[src/rtl/tick_timer_pkg.sv]
package tick_timer_pkg;

  typedef enum logic [1:0] {
    MODE_OFF     = 2'b00,
    MODE_RESTART = 2'b01,
    MODE_ONESHOT = 2'b10,
    MODE_CONT    = 2'b11
  } tickModeE;

  typedef struct packed {
    logic cntLoad;
    logic cntClear;
    logic cntInc;
    logic modeLoad;
    logic oneShotStop;
    logic pendSet;
  } tickStrobesT;

  localparam logic SEL_COUNT = 1'b0;
  localparam logic SEL_MODE  = 1'b1;

endpackage

[src/rtl/tick_timer_ctrl.sv]
module tick_timer_ctrl
  import tick_timer_pkg::*;
(
  input  logic        regWrEn,
  input  logic        regSel,
  input  tickModeE    curMode,
  input  logic        matchHit,
  output tickStrobesT strobes
);

  logic cntWr;
  logic modeWr;
  logic running;
  logic hit;
  logic stopsCount;

  always_comb begin
    cntWr      = regWrEn && (regSel == SEL_COUNT);
    modeWr     = regWrEn && (regSel == SEL_MODE);
    running    = (curMode != MODE_OFF);
    hit        = running && matchHit;
    stopsCount = hit && ((curMode == MODE_RESTART) || (curMode == MODE_ONESHOT));

    strobes             = '0;
    strobes.cntLoad     = cntWr;
    strobes.cntClear    = !cntWr && hit && (curMode == MODE_RESTART);
    strobes.cntInc      = !cntWr && running && !stopsCount;
    strobes.modeLoad    = modeWr;
    strobes.oneShotStop = !modeWr && hit && (curMode == MODE_ONESHOT);
    strobes.pendSet     = hit;
  end

endmodule

[src/rtl/tick_timer_datapath.sv]
module tick_timer_datapath
  import tick_timer_pkg::*;
#(
  parameter int DATA_W   = 32,
  parameter int PERIOD_W = 28
) (
  input  logic              clk,
  input  logic              rst_n,
  input  tickStrobesT       strobes,
  input  logic              regSel,
  input  logic [DATA_W-1:0] regWrData,
  output logic [DATA_W-1:0] regRdData,
  output logic              matchHit,
  output tickModeE          curMode,
  output logic              irqReq,
  output logic [DATA_W-1:0] countVal,
  output logic [PERIOD_W-1:0] periodVal,
  output logic              pendVal,
  output logic              enVal
);

  localparam int PEND_BIT = PERIOD_W;
  localparam int EN_BIT   = PERIOD_W + 1;
  localparam int MODE_LSB = PERIOD_W + 2;

  logic [DATA_W-1:0]   countQ;
  logic [PERIOD_W-1:0] periodQ;
  logic                pendQ;
  logic                enQ;
  tickModeE            modeQ;
  logic [DATA_W-1:0]   modeWord;

  always_ff @(posedge clk or negedge rst_n) begin
    if (!rst_n) begin
      countQ <= '0;
    end else if (strobes.cntLoad) begin
      countQ <= regWrData;
    end else if (strobes.cntClear) begin
      countQ <= '0;
    end else if (strobes.cntInc) begin
      countQ <= countQ + 1'b1;
    end
  end

  always_ff @(posedge clk or negedge rst_n) begin
    if (!rst_n) begin
      periodQ <= '0;
      enQ     <= 1'b0;
      modeQ   <= MODE_OFF;
    end else if (strobes.modeLoad) begin
      periodQ <= regWrData[PERIOD_W-1:0];
      enQ     <= regWrData[EN_BIT];
      modeQ   <= tickModeE'(regWrData[MODE_LSB +: 2]);
    end else if (strobes.oneShotStop) begin
      modeQ   <= MODE_OFF;
    end
  end

  always_ff @(posedge clk or negedge rst_n) begin
    if (!rst_n) begin
      pendQ <= 1'b0;
    end else if (strobes.pendSet) begin
      pendQ <= 1'b1;
    end else if (strobes.modeLoad) begin
      pendQ <= regWrData[PEND_BIT];
    end
  end

  always_comb begin
    modeWord                  = '0;
    modeWord[PERIOD_W-1:0]    = periodQ;
    modeWord[PEND_BIT]        = pendQ;
    modeWord[EN_BIT]          = enQ;
    modeWord[MODE_LSB +: 2]   = modeQ;
  end

  assign matchHit  = (countQ[PERIOD_W-1:0] == periodQ);
  assign regRdData = (regSel == SEL_MODE) ? modeWord : countQ;
  assign curMode   = modeQ;
  assign irqReq    = pendQ && enQ;
  assign countVal  = countQ;
  assign periodVal = periodQ;
  assign pendVal   = pendQ;
  assign enVal     = enQ;

endmodule

[src/rtl/tick_timer_unit.sv]
module tick_timer_unit
  import tick_timer_pkg::*;
#(
  parameter int DATA_W   = 32,
  parameter int PERIOD_W = 28
) (
  input  logic              clk,
  input  logic              rst_n,
  input  logic              regWrEn,
  input  logic              regSel,
  input  logic [DATA_W-1:0] regWrData,
  output logic [DATA_W-1:0] regRdData,
  output logic              irqReq
);

  tickStrobesT         strobes;
  tickModeE            curMode;
  logic                matchHit;
  logic [DATA_W-1:0]   countVal;
  logic [PERIOD_W-1:0] periodVal;
  logic                pendVal;
  logic                enVal;

  tick_timer_ctrl ctrl (
    .regWrEn  (regWrEn),
    .regSel   (regSel),
    .curMode  (curMode),
    .matchHit (matchHit),
    .strobes  (strobes)
  );

  tick_timer_datapath #(
    .DATA_W   (DATA_W),
    .PERIOD_W (PERIOD_W)
  ) dp (
    .clk       (clk),
    .rst_n     (rst_n),
    .strobes   (strobes),
    .regSel    (regSel),
    .regWrData (regWrData),
    .regRdData (regRdData),
    .matchHit  (matchHit),
    .curMode   (curMode),
    .irqReq    (irqReq),
    .countVal  (countVal),
    .periodVal (periodVal),
    .pendVal   (pendVal),
    .enVal     (enVal)
  );

endmodule

[config.mk]
export PLATFORM = sky130hd
export DESIGN_NAME = tick_timer_unit
export DESIGN_NICKNAME = d
export VERILOG_FILES = /design/src/rtl/tick_timer_pkg.sv /design/src/rtl/tick_timer_ctrl.sv /design/src/rtl/tick_timer_datapath.sv /design/src/rtl/tick_timer_unit.sv
export SDC_FILE = /design/constraint.sdc
export NUM_CORES = 1
export LEC_CHECK = 0
export ABC_AREA = 0
export BUFFER_PORTS_ARGS = -buffer_cell sky130_fd_sc_hd__clkbuf_2
export CAP_MARGIN = 20
export CORE_MARGIN = 2
export CORE_UTILIZATION = 61
export DETAILED_ROUTE_END_ITERATION = 12
export PLACE_DENSITY = 0.84
export SYNTH_ARGS = -nofsm -noshare
export SYNTH_HDL_FRONTEND = slang
export SYNTH_SLANG_ARGS = --single-unit
[constraint.sdc]
create_clock -name clk -period 5.8 [get_ports clk]
set_clock_uncertainty 0.15 [all_clocks]
set_input_delay 0.58 -clock clk [delete_from_list [all_inputs] [get_ports clk]]
set_output_delay 0.58 -clock clk [all_outputs]
set_load 0.01 [all_outputs]
==> results.toml, run 1 <==
[outcome]
outcome = "finished, final reports clean"

[cts]
cts-buffers-inserted = 9
root_buffer = "clkbuf_8"
cts_tree = "built"
clockBufferDepth = 2
clock_sinks = 64
clock_latency_ns = 0.35
post_cts_buffers = 0
h-tree-depth = 3
path_clk_slew_ns = 0.07
cts_resized = 0
cts_hold_buffers = 0

[routing]
wl_um = 11400
drc = 0
avgViaCountPerCell = 6.72
ant_nets = 0
initialDrtViolationCount = 390
wl_per_cell_um = 19.8
dr.pass1.iters = 6
via_count = 3865

[sta]
post-route-period-util = 0.505
hold_viol_final = 0
setup-violations-final = 0
whs_ns = 0.251
finalCriticalPeriod_ns = 2.93
fin_ws_ns = 2.87
final_max_slew_viol_count = 0
tns_ns = 0
worst_pin_slew_ns = 1.04
relSlewSlack = 0.305
rsz0062_at_grt = "no"
fmax_ghz = 0.341

[final_layout]
most-common-layout-cells = "68 x clkbuf_2, 64 x dfrtp_1, 55 x mux2_2"
area_delta_synth_final_pct = 13.6
fin_nets = 530
sequential_cell_area_mm2 = 0.00160
nFillCells = 501
layout-drive-gt1-share = 0.325
finalNonFillerCells = 575
final_common_cell = "clkbuf_2"
multiInputGateArea_mm2 = 0.00249
diodes = 0

[worst_setup_path]
cp_slowest_cell = "or4b_2"
crit_chain = "inv_1 > ha_1 > buf_4 > inv_1 > and3_1 > a31o_2 > or4b_2 > nand3_1"
r2r.worst_path.cells = 8
criticalPathCategory = "register to register"
cp.depth = 8
cp_slowest_stage_delay_ns = 0.67
crit_buf_inv = 3
crit_fanout = 32
arrival_ns = 3.06
cp_common_cell = "inv_1"
critical_path_required_ns = 5.93
critical-path-top-delay-family = "simple AND/OR/NAND/NOR gates"
r2r_end = "dp.countVal[4]"
reg2reg_from = "dp.curMode[0]"
endpoint_kind = "register"
setup.worst_path.start_class = "register"
reg2reg_slack_ns = 2.87

[power]
p_leak_nw = 2.01
power_density_mw_per_mm2 = 307
vdd_drop_max_mv = 0.182

[placement]
port_buffers = 68
dp_hpwl_um = 7830
post-place-ws_ns = 2.95
dp_cells = 559
gp_congestion = 0.913

[global_routing]
grt_pass1_wl_um = 18500
grt.overflow.total = 0
grt_pass1_vias = 3817
track_usage = 0.313
antenna_found_initial = 0
grt_max_degree = 65

[synth]
synth.area.top_cells = "dfrtp_1 38%, mux2_2 15%, xnor2_1 7.8%"
ys_ff_latch = 64
synth_edf_count = 0
yosysWarnings = 0
async_flop_share = 1.00
ys_types = 54
netlist_instances = 435
ys.flop_type = "dfrtp_1"
synth_top_area_frac = 0.377
yosys.area.top_type = "dfrtp_1"
synth_nets = 475
synth-seq-area-share = 0.377
avgSynthCellArea_um2 = 9.77
synth.cell_area_mm2 = 0.00425

[floorplanning]
initial_core_util = 0.629
dieArea_mm2 = 0.00765
dieHeight_um = 87.5
fp.coreArea_mm2 = 0.00676
io_pins = 69
die_w_um = 87.5
num_rows = 30

[job]
drv_cap = 0

[worst_hold_path]
hold_path_class = "primary input to asynchronous set/reset pin"
how the worst max path moves through the flow:
stage                  start              to
2_1_floorplan         regSel   regRdData[15]
3_3_place_gp   dp.curMode[0]  dp.countVal[4]
4_1_cts        dp.curMode[0]  dp.countVal[4]
3_5_place_dp   dp.curMode[0]  dp.countVal[4]
5_1_grt        dp.curMode[0]  dp.countVal[4]
6_report       dp.curMode[0]  dp.countVal[4]
layout make-up:
| type | instances | area share |
|---|---|---|
| Clock buffer | 13 | 0.0308 |
| Clock inverter | 3 | 0.0135 |
| Inverter | 11 | 0.00855 |
| Multi-Input combinational cell | 330 | 0.515 |
| Sequential cell | 64 | 0.332 |
| Tap cell | 80 | 0.0207 |
| Timing Repair Buffer | 74 | 0.0798 |
synthesized netlist by cell type, drive strengths merged (2+ instances only):
cell	n
nor4b	3
a311oi	3
xor2	5
a21oi	8
a31oi	4
ha	4
and4b	2
nor3b	3
and3	11
dfrtp	64
a22oi	2
xnor2	38
a2111oi	9
nand2	51
nand4	16
nor4	10
o211ai	3
nor2	15
o311ai	5
nand3	17
mux2	55
o22a	2
a31o	4
buf	13
o21ai	24
a211o	3
clkbuf	17
inv	11
o41ai	3
and4	2
nor3	5
a32oi	6
and2	5
a211oi	4
sequential cells by signal (all words and copies together), names as in the netlist:
| signal | flops |
|---|---|
| dp.countVal | 32 |
| dp.curMode | 2 |
| dp.enVal | 1 |
| dp.pendVal | 1 |
| dp.periodVal | 28 |
through the flow:
| stage | area, um^2 | power [mW] | util |
|---|---|---|---|
| 4_1_cts | 4830 | 1.48 | 0.715 |
| 6_report | 4830 | 1.48 | 0.715 |
| 5_1_grt | 4830 | 1.55 | 0.715 |
| 2_1_floorplan | 4250 | 0.903 | - |
| 3_5_place_dp | 4620 | 1.05 | 0.683 |
| 3_3_place_gp | 4620 | 1.03 | 0.683 |
per-layer routing:
layer	vias up	track usage	part of all wire
li1	1727	-	-
met1	1876	0.406	0.40
met2	213	0.489	0.48
met3	49	0.0616	0.077
met4	0	0.172	0.038
met5	-	0	0
power by group:
group	total [mW]	leakage (nW)	internal [mW]	switching, mW
clock	0.427	0.108	0.254	0.173
sequential	0.628	0.770	0.520	0.108
combinational	0.430	1.13	0.198	0.232
logic make-up after synthesis:
kind of cell | after synthesis | share of synthesized area
flops | 64 | 0.377
compound gates | 83 | 0.146
buf+inv | 41 | 0.0403
xor+xnor | 43 | 0.0886
mux | 56 | 0.148
simple gates | 144 | 0.189
fa+ha+maj | 4 | 0.0118
Note: power is estimated with default switching activity, not from simulation.
==> run 2: changes to the inputs <==
- CORE_UTILIZATION: 61 -> 52
- PLACE_DENSITY: 0.84 -> 0.76
- clock period: 5.8 -> 2.37 ns (I/O delays scaled with it)
==> run 2 against run 1 <==
Effect of this change:
- the flow now finishes with violations (hold timing)
- critical path type unchanged
- sequential share of layout area is 4.5 points lower
- largest power group unchanged
- non-clock buffer count is 73 higher
- register-to-register slack worse by 2.9 ns
- maximum frequency is 24% higher
==> results.toml, run 2 (synthesized netlist as in run 1, its figures left out) <==
[outcome]
outcome = "finished, violations left"
violations = "hold timing"

[global_routing]
track_usage = 0.293
grt_pass1_vias = 3938
grt_max_degree = 65
grt_pass1_wl_um = 20000
grt.overflow.total = 0
antenna_found_initial = 0

[cts]
cts-buffers-inserted = 9
clock_sinks = 64
cts_tree = "built"
clock_latency_ns = 0.34
root_buffer = "clkbuf_8"
h-tree-depth = 3
path_clk_slew_ns = 0.07
clockBufferDepth = 2

[worst_setup_path]
cp_slowest_cell = "or4b_2"
worstSetupEndpoint = "dp.countVal[4]"
criticalPathCategory = "register to register"
reg2reg_from = "dp.periodVal[17]"
reg2reg_slack_ns = 0.01
crit_fanout = 5
crit_chain = "xor2_1 > nor4_4 > and3_1 > a31o_2 > or4b_2 > nand3_1"
r2r.worst_path.cells = 6
endpoint_kind = "register"
critical-path-top-delay-family = "simple AND/OR/NAND/NOR gates"
critical_path_required_ns = 2.50
crit_buf_inv = 0
arrival_ns = 2.49
cp_slowest_stage_delay_ns = 0.62
cp.depth = 6
startpoint = "dp.periodVal[17]"
setup.worst_path.start_class = "register"
r2r_end = "dp.countVal[4]"

[sta]
whs_ns = -0.00135
rsz0062_at_grt = "yes"
hold_viol_final = 1
worst_pin_slew_ns = 0.485
post-route-period-util = 0.995
setup-violations-final = 0
finalCriticalPeriod_ns = 2.36
fmax_ghz = 0.424
final_max_slew_viol_count = 0
relSlewSlack = 0.676
fin_ws_ns = 0.0122

[final_layout]
fin_nets = 603
nFillCells = 583
layout-drive-gt1-share = 0.401
area_delta_synth_final_pct = 31.6
largest_reg_flops = 32
most-common-layout-cells = "68 x clkbuf_2, 63 x dfrtp_1, 55 x mux2_2"
diodes = 0
final_common_cell = "clkbuf_2"

[floorplanning]
dieArea_mm2 = 0.00892
die_w_um = 94.4
fp.coreArea_mm2 = 0.00781
dieHeight_um = 94.4
io_pins = 69
num_rows = 32
initial_core_util = 0.545

[routing]
initialDrtViolationCount = 475
dr.pass1.iters = 6
drc = 0
via_count = 4135
wl_um = 13100
ant_nets = 0
wl_per_cell_um = 19.6
avgViaCountPerCell = 6.19

[placement]
post-place-ws_ns = 0.0404
port_buffers = 68
gp_congestion = 0.941
dp_hpwl_um = 8940

[power]
p_leak_nw = 2.39
power_density_mw_per_mm2 = 655
finalPower_mw = 3.66
vdd_drop_max_mv = 0.462

[worst_hold_path]
hold_start = "regWrData[15]"
hold_path_class = "primary input to register"

[job]
drv_cap = 0
[run 2: cell count changes in the layout (fill, tap and decap cells not counted), moves of 2 or more]
cell and change:
a211oi_1 -3, a211oi_2 +3, xnor2_2 +9, o21ai_1 +2, o21ai_0 -2, bufinv_16 -2, a2111oi_0 -3, dlygate4sd3_1 +27
a2111oi_2 +3, buf_4 +43, buf_12 +2, xnor2_1 -9
[run 2: cell type report]
type | instances | area (um^2) | share of cell area
multi-input cells | 330 | 2640 | 0.472
well taps | 102 | 128 | 0.0228
inverters | 11 | 41.3 | 0.00738
repair buffers | 147 | 1030 | 0.184
flip-flops and latches | 64 | 1600 | 0.287
clock inverters | 1 | 5.00 | 0.000895
clock buffers | 13 | 149 | 0.0266
[run 2: metal layers]
layer | vias to the layer above | GRT usage | share of wire
li1 | 1861 | - | -
met1 | 1990 | 0.389 | 0.40
met2 | 240 | 0.496 | 0.48
met3 | 44 | 0.0391 | 0.086
met4 | 0 | 0.0966 | 0.031
met5 | - | 0 | 0
[run 2: worst min-delay path, stage by stage]
cell      delay (ns)
clkbuf_2        0.09
nand2_1         0.05
o21ai_1         0.07
[run 2: power breakdown]
| part | leakage, nW | total, mW | internal, mW | switching, mW |
|---|---|---|---|---|
| clock network | 0.0794 | 0.799 | 0.396 | 0.402 |
| logic | 1.55 | 1.38 | 0.664 | 0.719 |
| registers | 0.768 | 1.48 | 1.27 | 0.209 |
[run 2: worst min path at each step]
stage                       end  slack (ns)  cells after the start
5_1_grt        dp.periodVal[15]       0.008                      2
2_1_floorplan    dp.countVal[0]       -0.21                      0
6_report        dp.countVal[15]      -0.001                      3
3_5_place_dp   dp.periodVal[27]        0.13                      2
3_3_place_gp   dp.periodVal[27]        0.13                      2
4_1_cts        dp.periodVal[15]       0.003                      2
[run 2: timing repair]
action | in CTS | in global routing
endpoints found under the hold margin | 97 | 0
pin swaps | 0 | 9
setup endpoints to repair | 1 | 25
resized for setup | 4 | 28
hold buffers | 27 | 0
setup buffers | 0 | 5
[run 2: through the flow]
step	std cells	instance area [um^2]	util	setup TNS (ns)
floorplan	435	4250	-	0
global placement	622	4980	0.637	0
detailed placement	622	4980	0.637	0
CTS	663	5420	0.694	0
global route	668	5590	0.717	-0.775
finish	668	5590	0.717	0
